**src/rtl/colgen_pkg.sv**
```systemverilog
package colgen_pkg;

  typedef enum logic [2:0] {
    BL_1    = 3'b000,
    BL_2    = 3'b001,
    BL_4    = 3'b010,
    BL_8    = 3'b011,
    BL_PAGE = 3'b111
  } bl_code_e;

  localparam int LOG_MAX_FIXED = 3;

endpackage

```
**src/rtl/colgen_bl_decode.sv**
```systemverilog
module colgen_bl_decode #(
  parameter int COL_W = 9
) (
  input  logic [2:0]       code,
  input  logic             is_write,
  input  logic             single_write,
  output logic [COL_W-1:0] mask,
  output logic             full_page
);
  import colgen_pkg::*;

  localparam int LG_W = $clog2(LOG_MAX_FIXED + 1);

  logic [LG_W-1:0] lg;
  logic            fp_raw;

  always_comb begin
    lg     = '0;
    fp_raw = 1'b0;
    case (bl_code_e'(code))
      BL_1:    lg = LG_W'(0);
      BL_2:    lg = LG_W'(1);
      BL_4:    lg = LG_W'(2);
      BL_8:    lg = LG_W'(3);
      BL_PAGE: fp_raw = 1'b1;
      default: lg = LG_W'(0);
    endcase
    if (is_write && single_write) begin
      lg     = '0;
      fp_raw = 1'b0;
    end
  end

  assign full_page = fp_raw;

  for (genvar i = 0; i < COL_W; i++) begin : g_mask
    assign mask[i] = (i < int'(lg));
  end

endmodule

```
**src/rtl/colgen_addr_calc.sv**
```systemverilog
module colgen_addr_calc #(
  parameter int COL_W = 9
) (
  input  logic [COL_W-1:0] base,
  input  logic [COL_W-1:0] beat,
  input  logic [COL_W-1:0] mask,
  input  logic             interleave,
  input  logic             full_page,
  output logic [COL_W-1:0] col
);
  logic [COL_W-1:0] sum;
  logic [COL_W-1:0] mix;

  assign sum = base + beat;
  assign mix = base ^ beat;

  always_comb begin
    if (full_page)
      col = sum;
    else if (interleave)
      col = (base & ~mask) | (mix & mask);
    else
      col = (base & ~mask) | (sum & mask);
  end

endmodule

```
**src/rtl/sdram_burst_colgen.sv**
```systemverilog
module sdram_burst_colgen #(
  parameter int COL_W = 9
) (
  input  logic             clk,
  input  logic             rst,
  input  logic             start,
  input  logic [COL_W-1:0] start_col,
  input  logic [2:0]       bl_code,
  input  logic             interleave,
  input  logic             is_write,
  input  logic             single_write,
  input  logic             term,
  output logic [COL_W-1:0] col_out,
  output logic             col_valid,
  output logic             last_beat
);

  logic [COL_W-1:0] dec_mask;
  logic             dec_fp;

  logic [COL_W-1:0] base_q, mask_q, beat_q, col_q;
  logic             il_q, fp_q, valid_q, last_q;
  logic [COL_W-1:0] next_beat, next_col;

  colgen_bl_decode #(.COL_W(COL_W)) u_decode (
    .code         (bl_code),
    .is_write     (is_write),
    .single_write (single_write),
    .mask         (dec_mask),
    .full_page    (dec_fp)
  );

  assign next_beat = beat_q + 1'b1;

  colgen_addr_calc #(.COL_W(COL_W)) u_calc (
    .base       (base_q),
    .beat       (next_beat),
    .mask       (mask_q),
    .interleave (il_q),
    .full_page  (fp_q),
    .col        (next_col)
  );

  always_ff @(posedge clk) begin
    if (rst) begin
      base_q  <= '0;
      mask_q  <= '0;
      beat_q  <= '0;
      col_q   <= '0;
      il_q    <= 1'b0;
      fp_q    <= 1'b0;
      valid_q <= 1'b0;
      last_q  <= 1'b0;
    end else if (start) begin
      base_q  <= start_col;
      mask_q  <= dec_mask;
      beat_q  <= '0;
      col_q   <= start_col;
      il_q    <= interleave;
      fp_q    <= dec_fp;
      valid_q <= 1'b1;
      last_q  <= !dec_fp && (dec_mask == '0);
    end else if (valid_q && (term || last_q)) begin
      valid_q <= 1'b0;
      last_q  <= 1'b0;
    end else if (valid_q) begin
      beat_q  <= next_beat;
      col_q   <= next_col;
      last_q  <= !fp_q && (next_beat == mask_q);
    end
  end

  assign col_out   = col_q;
  assign col_valid = valid_q;
  assign last_beat = last_q;


  p_start_load_r1: assert property (@(posedge clk) disable iff (rst)
    start |=> (col_valid && col_out == $past(start_col)));


  p_end_after_last_r2: assert property (@(posedge clk) disable iff (rst)
    (last_beat && !start) |=> !col_valid);


  p_upper_fixed_r3: assert property (@(posedge clk) disable iff (rst)
    (col_valid && !fp_q && !start && !term && !last_beat) |=>
      ((col_out & ~mask_q) == ($past(col_out) & ~$past(mask_q))));


  p_page_step_r5: assert property (@(posedge clk) disable iff (rst)
    (col_valid && fp_q && !start && !term) |=>
      (col_valid && !last_beat && col_out == $past(col_out) + 1'b1));


  p_last_with_valid_r6: assert property (@(posedge clk) disable iff (rst)
    last_beat |-> col_valid);


  p_single_write_r8: assert property (@(posedge clk) disable iff (rst)
    (start && is_write && single_write) |=> last_beat);


  p_term_stops_r10: assert property (@(posedge clk) disable iff (rst)
    (col_valid && term && !start) |=> !col_valid);

endmodule

```
**config.mk**
```make
export PLATFORM = sky130hd
export DESIGN_NAME = sdram_burst_colgen
export DESIGN_NICKNAME = d
export VERILOG_FILES = /design/src/rtl/colgen_pkg.sv /design/src/rtl/colgen_bl_decode.sv /design/src/rtl/colgen_addr_calc.sv /design/src/rtl/sdram_burst_colgen.sv
export SDC_FILE = /design/constraint.sdc
export NUM_CORES = 1
export LEC_CHECK = 0
export BUFFER_PORTS_ARGS = -buffer_cell sky130_fd_sc_hd__buf_2
export CORE_ASPECT_RATIO = 1.1
export CORE_MARGIN = 4
export CORE_UTILIZATION = 40
export DETAILED_ROUTE_END_ITERATION = 8
export SYNTH_ARGS = -nofsm -noshare
export SYNTH_HDL_FRONTEND = slang
export SYNTH_SLANG_ARGS = --single-unit
export TNS_END_PERCENT = 5
```
**constraint.sdc**
```tcl
create_clock -name clk -period 5.9 [get_ports clk]
set_clock_uncertainty 0.1 [all_clocks]
set_input_delay 0.59 -clock clk [delete_from_list [all_inputs] [get_ports clk]]
set_output_delay 0.59 -clock clk [all_outputs]
set_load 0.01 [all_outputs]
```
# Word level (Yosys, flattened, before mapping)
# Cells that the tools add are included.
totals:
  word_cells: 55
  input_bits: 19
  ff_bits: 34
  out_inout_bits: 11
classes:
  eq_ne: 6
  mux: 14
  bitwise_logic: 8
  n_reduce_logical: 14
  addsub: 2
  magnitude_cmp: 3
ops:
  columns: ["op", "n"]
  rows:
  - ["2-to-1 mux 9 bit", 5]
  - ["AND 9 x 3 -> 9 bit", 2]
  - ["bitwise OR 9 bit", 2]
  - ["adder 9 x 1 -> 9 bit (second input constant)", 1]
  - ["adder 9 bit", 1]
  - ["AND 9 bit", 1]
  - ["equality test 9 x 3 -> 1 bit", 1]
  - ["logical NOT 9 bit", 1]
  - ["inverter 3 -> 9 bit", 1]
  - ["XOR 9 bit", 1]
  - ["2-to-1 mux 1 bit", 7]
  - ["equality test 3 x 2 -> 1 bit (second input constant)", 2]
  - ["case mux 2 bit (3 select lines)", 1]
  - ["logical AND 1 bit", 4]
  - ["< comparator 1 x 2 -> 1 bit (first input constant)", 2]
  - ["AND reduction 2 bit", 2]
  - ["nonzero test 2 bit", 2]
  - ["equality test 3 x 1 -> 1 bit (second input constant)", 1]
  - ["equality test 3 bit (second input constant)", 1]
  - ["nonzero test 3 bit", 1]
  - ["logical NOT 1 bit", 2]
  - ["< comparator 2 bit (first input constant)", 1]
  - ["2-to-1 mux 2 bit", 1]
  - ["inequality test 2 bit (second input constant)", 1]
  - ["3 further kinds", 3]

# Longest topological paths before layout
logic_depth:
  depth_word: 9
  ltp_mapped: 12
  mapped_depth_nobuf: 11

# Modules after synthesis
# Synthesis repeated with hierarchy kept, for this count alone.
hier_totals:
  hier_cells: 343
  area_unflattened_um2: 2641.3
modules_own_cells:
  columns: ["module", "n_inst", "cells_each", "area_per_inst_um2"]
  rows:
  - ["sdram_burst_colgen", 1, 230, 1894.3]
  - ["colgen_addr_calc", 1, 100, 658.1]
  - ["colgen_bl_decode", 1, 13, 88.8]

# Least setup slack after synthesis
# Ideal clock, no wire load.
synth_timing:
  path_kind: "register to register"
  startpoint: "register beat_q[1]"
  endpoint: "register col_q[8] (netlist: col_out[8])"
  t_required_ns: 5.677
  path_stages_with_launch: 12
  period_less_slack_ns: 2.639
  n_path_buf: 0
  arrival_ns: 2.416
  setup_slack_ns: 3.261
  path_cell_list: "dfxtp_1 ha_1 nand3_1 or2_2 xnor2_1 ha_1 a21o_1 a31o_2 a21oi_1 xnor2_1 mux2i_1 o22ai_1"
synth_via:
  elab_chain_cells: 9
synth_lines:
  columns: ["item", "line_no", "source"]
  rows:
  - ["start: declaration", "sdram_burst_colgen.sv:21", "logic [COL_W-1:0] base_q, mask_q, beat_q, col_q;"]
  - ["start signal: assignment", "sdram_burst_colgen.sv:67", "beat_q <= next_beat;"]
  - ["adder 9 x 1 -> 9 bit (*)", "sdram_burst_colgen.sv:33", "assign next_beat = beat_q + 1'b1;"]
  - ["via next_beat[6]", "sdram_burst_colgen.sv:23", "logic [COL_W-1:0] next_beat, next_col;"]
  - ["adder 9 bit (*)", "colgen_addr_calc.sv:14", "assign sum = base + beat;"]
  - ["AND 9 x 3 -> 9 bit", "colgen_addr_calc.sv:23", "col = (base & ~mask) | (sum & mask);"]
  - ["bitwise OR 9 bit", "colgen_addr_calc.sv:23", null]
  - ["2-to-1 mux 9 bit", "colgen_addr_calc.sv:20", "else if (interleave)"]
  - ["2-to-1 mux 9 bit (*)", "colgen_addr_calc.sv:18", "if (full_page)"]
  - ["2-to-1 mux 9 bit (*)", "sdram_burst_colgen.sv:66", "end else if (valid_q) begin"]
  - ["2-to-1 mux 9 bit (*)", "sdram_burst_colgen.sv:63", "end else if (valid_q && (term || last_q)) begin"]
  - ["2-to-1 mux 9 bit (*)", "sdram_burst_colgen.sv:54", "end else if (start) begin"]
  - ["end signal: assignment", "sdram_burst_colgen.sv:58", "col_q <= start_col;"]
  - ["end signal: assignment", "sdram_burst_colgen.sv:68", "col_q <= next_col;"]
  - ["end: declaration", "sdram_burst_colgen.sv:21", null]
# Mark *: on every way through the listed nets, which the timed path passes. The rest lies on a longest branch. The select of a mux whose other input is x is not followed.
# A chain may end at the register's enable or synchronous reset.

# Final worst setup path
layout_timing:
  startpoint: "register beat_q[0]"
  endpoint: "register col_q[8] (netlist: col_out[8])"
# Same word-level chain as after synthesis.

==> metrics.cfg <==
[worst_setup_path]
slowest_stage=dfxtp_1
critical-path-max-stage-delay_ns=0.48
crit_family=adder cells
crit_chain=ha_1, nand3_1, or2_2, xnor2_1, ha_1, a31o_2, a21oi_1, xnor2_1, mux2i_1, o22ai_1
required_ns=5.95
arrival_ns=3.09
cp-start-kind=register
path_max_fanout=8
path_class=reg2reg
crit_buf_inv=0
crit_path_end_kind=register

[die]
core_mm2=0.004782
rows=26
initial_core_util_pct=42.54
io-pin-count=30
dieArea_mm2=0.006293
dieHeight_um=82.80
die_w_um=76

[clocking]
clk_latency_ns=0.28
cts_tree=built
clock_path_buffers=2
cts-root-buf=clkbuf_8
hold_buffers=0
htree_levels=2
clkTransAtPathRegs_ns=0.07
cts_sinks=34
postCtsSetupRepairBufs=0
cts_resized=0
cts_buffers=5

[timing]
hold_viol=0
clock.fmax_mhz=329.2
relSlewSlack_pct=53.96
finalSetupViolations=0
maxSlewViolCount=0
worst_pin_slew_ns=0.6906
fin_crit_sh_pct=51.48
rsz0062_at_grt=no
tns_ns=0
worst_slack_ns=2.863
post-route-min-period_ns=3.037

[route]
dr.pass1.iters=4
drt_wl_total_um=4807
wl_per_cell_um=14.22
drc=0
vias=1820
antenna_left=0
avgViaCountPerCell=5.385
drt_iter0_markers=124

[yosys]
yosysUniqueCellTypes=51
synth_top_cell_by_area=dfxtp_1
netlist_area_mm2=0.002034
synth_flop_cell=dfxtp_1
mappedNetlistNets=288
avgSynthCellArea_um2=7.885
synth_warnings=0
netlist_instances=258
netlist_top_cells_area=dfxtp_1 33%, a21oi_1 8.4%, ha_1 6.2%
synth_seq_area_share_pct=33.46
synth-edff-count=0
ys_async_sr_fraction_pct=0
synth_seq_cells=34
yosys.area.top_type_share_pct=33.46

[placement]
gp_congestion=0.8135
post-place-ws_ns=2.930
port_buffers=29
dp_hpwl_um=3412

[outcome]
status=completed

[grt]
grt_max_degree=29
grt_pass1_vias=1735
grt_antenna_before_repair=0
grt_pass1_wl_um=8066
grt_overflow=0
grt_usage_pct=15.51

[power_and_ir_drop]
leakagePower_nw=0.9316
vdd_drop_max_v=0.0001120
p_per_area_mw_per_mm2=205.7

[finish]
n_antenna_cell=0
fillerInstances=497
area_delta_synth_final_pct=11.81
drive_gt1_share_pct=14.89
nNetsFinal=312

[job]
drv_cap=0

[hold_path]
hold_path.class=reg2reg

-- path summary, 6_finish.rpt --
check	from	end	slack, ns	cells past startpoint
min reg2reg	base_q[1]	base_q[1]	0.39	2
min	base_q[1]	base_q[1]	0.39	2
max reg2reg	beat_q[0]	col_out[8]	2.86	10
max	beat_q[0]	col_out[8]	2.86	10
-- flip-flops by register name, indices dropped and copies added, names as in the netlist --
register and flops:
beat_q 9, fp_q 1, base_q 9, col_valid 1, mask_q 3, last_beat 1, col_out 9, il_q 1
-- through the flow --
step / instance area, um2 / instances / hold slack [ns] / power [mW] / utilization (%)
6_report: 2275 / 338 / 0.3901 / 0.4679 / 47.57
5_1_grt: 2275 / 338 / 0.4118 / 0.4931 / 47.57
4_1_cts: 2275 / 338 / 0.3902 / 0.4749 / 47.57
3_5_place_dp: 2198 / 331 / 0.3795 / 0.3131 / 45.97
3_3_place_gp: 2198 / 331 / 0.3799 / 0.3125 / 45.97
2_1_floorplan: 2034 / 258 / 0.3584 / 0.2919 / -
-- cells in the mapped netlist, drive strengths merged, types with 2 or more instances --
master / count
nand3: 8
o21a: 2
nor3b: 2
a21o: 3
or3: 3
clkbuf: 9
xnor2: 10
or2: 2
o32ai: 2
nor2: 26
buf: 4
dfxtp: 34
nand2b: 5
nor2b: 2
a21oi: 34
nor3: 6
o21ai: 13
xor2: 8
inv: 8
o22ai: 2
and3: 4
mux2i: 7
ha: 10
a31oi: 2
nand2: 33
-- layout by cell type, fill, tap and decap left out, types with 3 or more instances in the layout --
cell | Yosys | layout
xnor2_1 | 10 | 10
and3_1 | 4 | 4
dfxtp_1 | 34 | 34
nor2_1 | 26 | 26
inv_1 | 8 | 8
a21o_1 | 3 | 3
xor2_1 | 8 | 8
clkbuf_8 | 0 | 5
o21ai_0 | 11 | 11
ha_1 | 10 | 10
or3_1 | 3 | 3
nand2_1 | 33 | 33
nand3_1 | 8 | 8
buf_2 | 2 | 29
a21oi_1 | 34 | 34
nor3_1 | 4 | 4
nand2b_1 | 4 | 4
mux2i_1 | 7 | 7
-- layer usage --
layer | vias up | share of wire (%) | track usage, %
met2 | 34 | 46 | 24.92
met3 | 7 | 4.1 | 3.247
met5 | - | 0 | 0
met4 | 0 | 1.6 | 6.796
met1 | 825 | 48 | 19.84
li1 | 954 | - | -
-- power breakdown --
part	leakage [nW]	total (mW)	internal [mW]	switching, mW
registers	0.278	0.247	0.239	0.00814
logic	0.615	0.0601	0.0258	0.0343
clock network	0.0383	0.160	0.0812	0.0793
total	0.932	0.468	0.346	0.122
-- logic make-up after synthesis --
group / share of synthesized area (%)
adders and majority gates: 7.134
buffers and inverters: 4.551
xor gates and xnor gates: 7.749
AOI/OAI and AO/OA: 20.66
muxes: 3.444
DFF: 33.46
and+or+nand+nor: 23.00
-- layout make-up --
cell class                      count  area (um2)  share of cell area [%]
Clock buffer                        7       76.32                   3.355
Inverter                            9       33.78                   1.485
Multi-Input combinational cell    202        1261                   55.45
Sequential cell                    34       680.7                   29.92
Tap cell                           56       70.07                   3.080
Timing Repair Buffer               30       152.6                   6.711
-- worst register-to-register path, stage by stage, from the launching register on --
cell     delay, ns
dfxtp_1       0.48
ha_1          0.31
nand3_1       0.23
or2_2         0.39
xnor2_1       0.24
ha_1          0.32
a31o_2        0.22
a21oi_1       0.14
xnor2_1       0.16
mux2i_1       0.22
o22ai_1       0.09
Power figures use the tool's default switching activity.
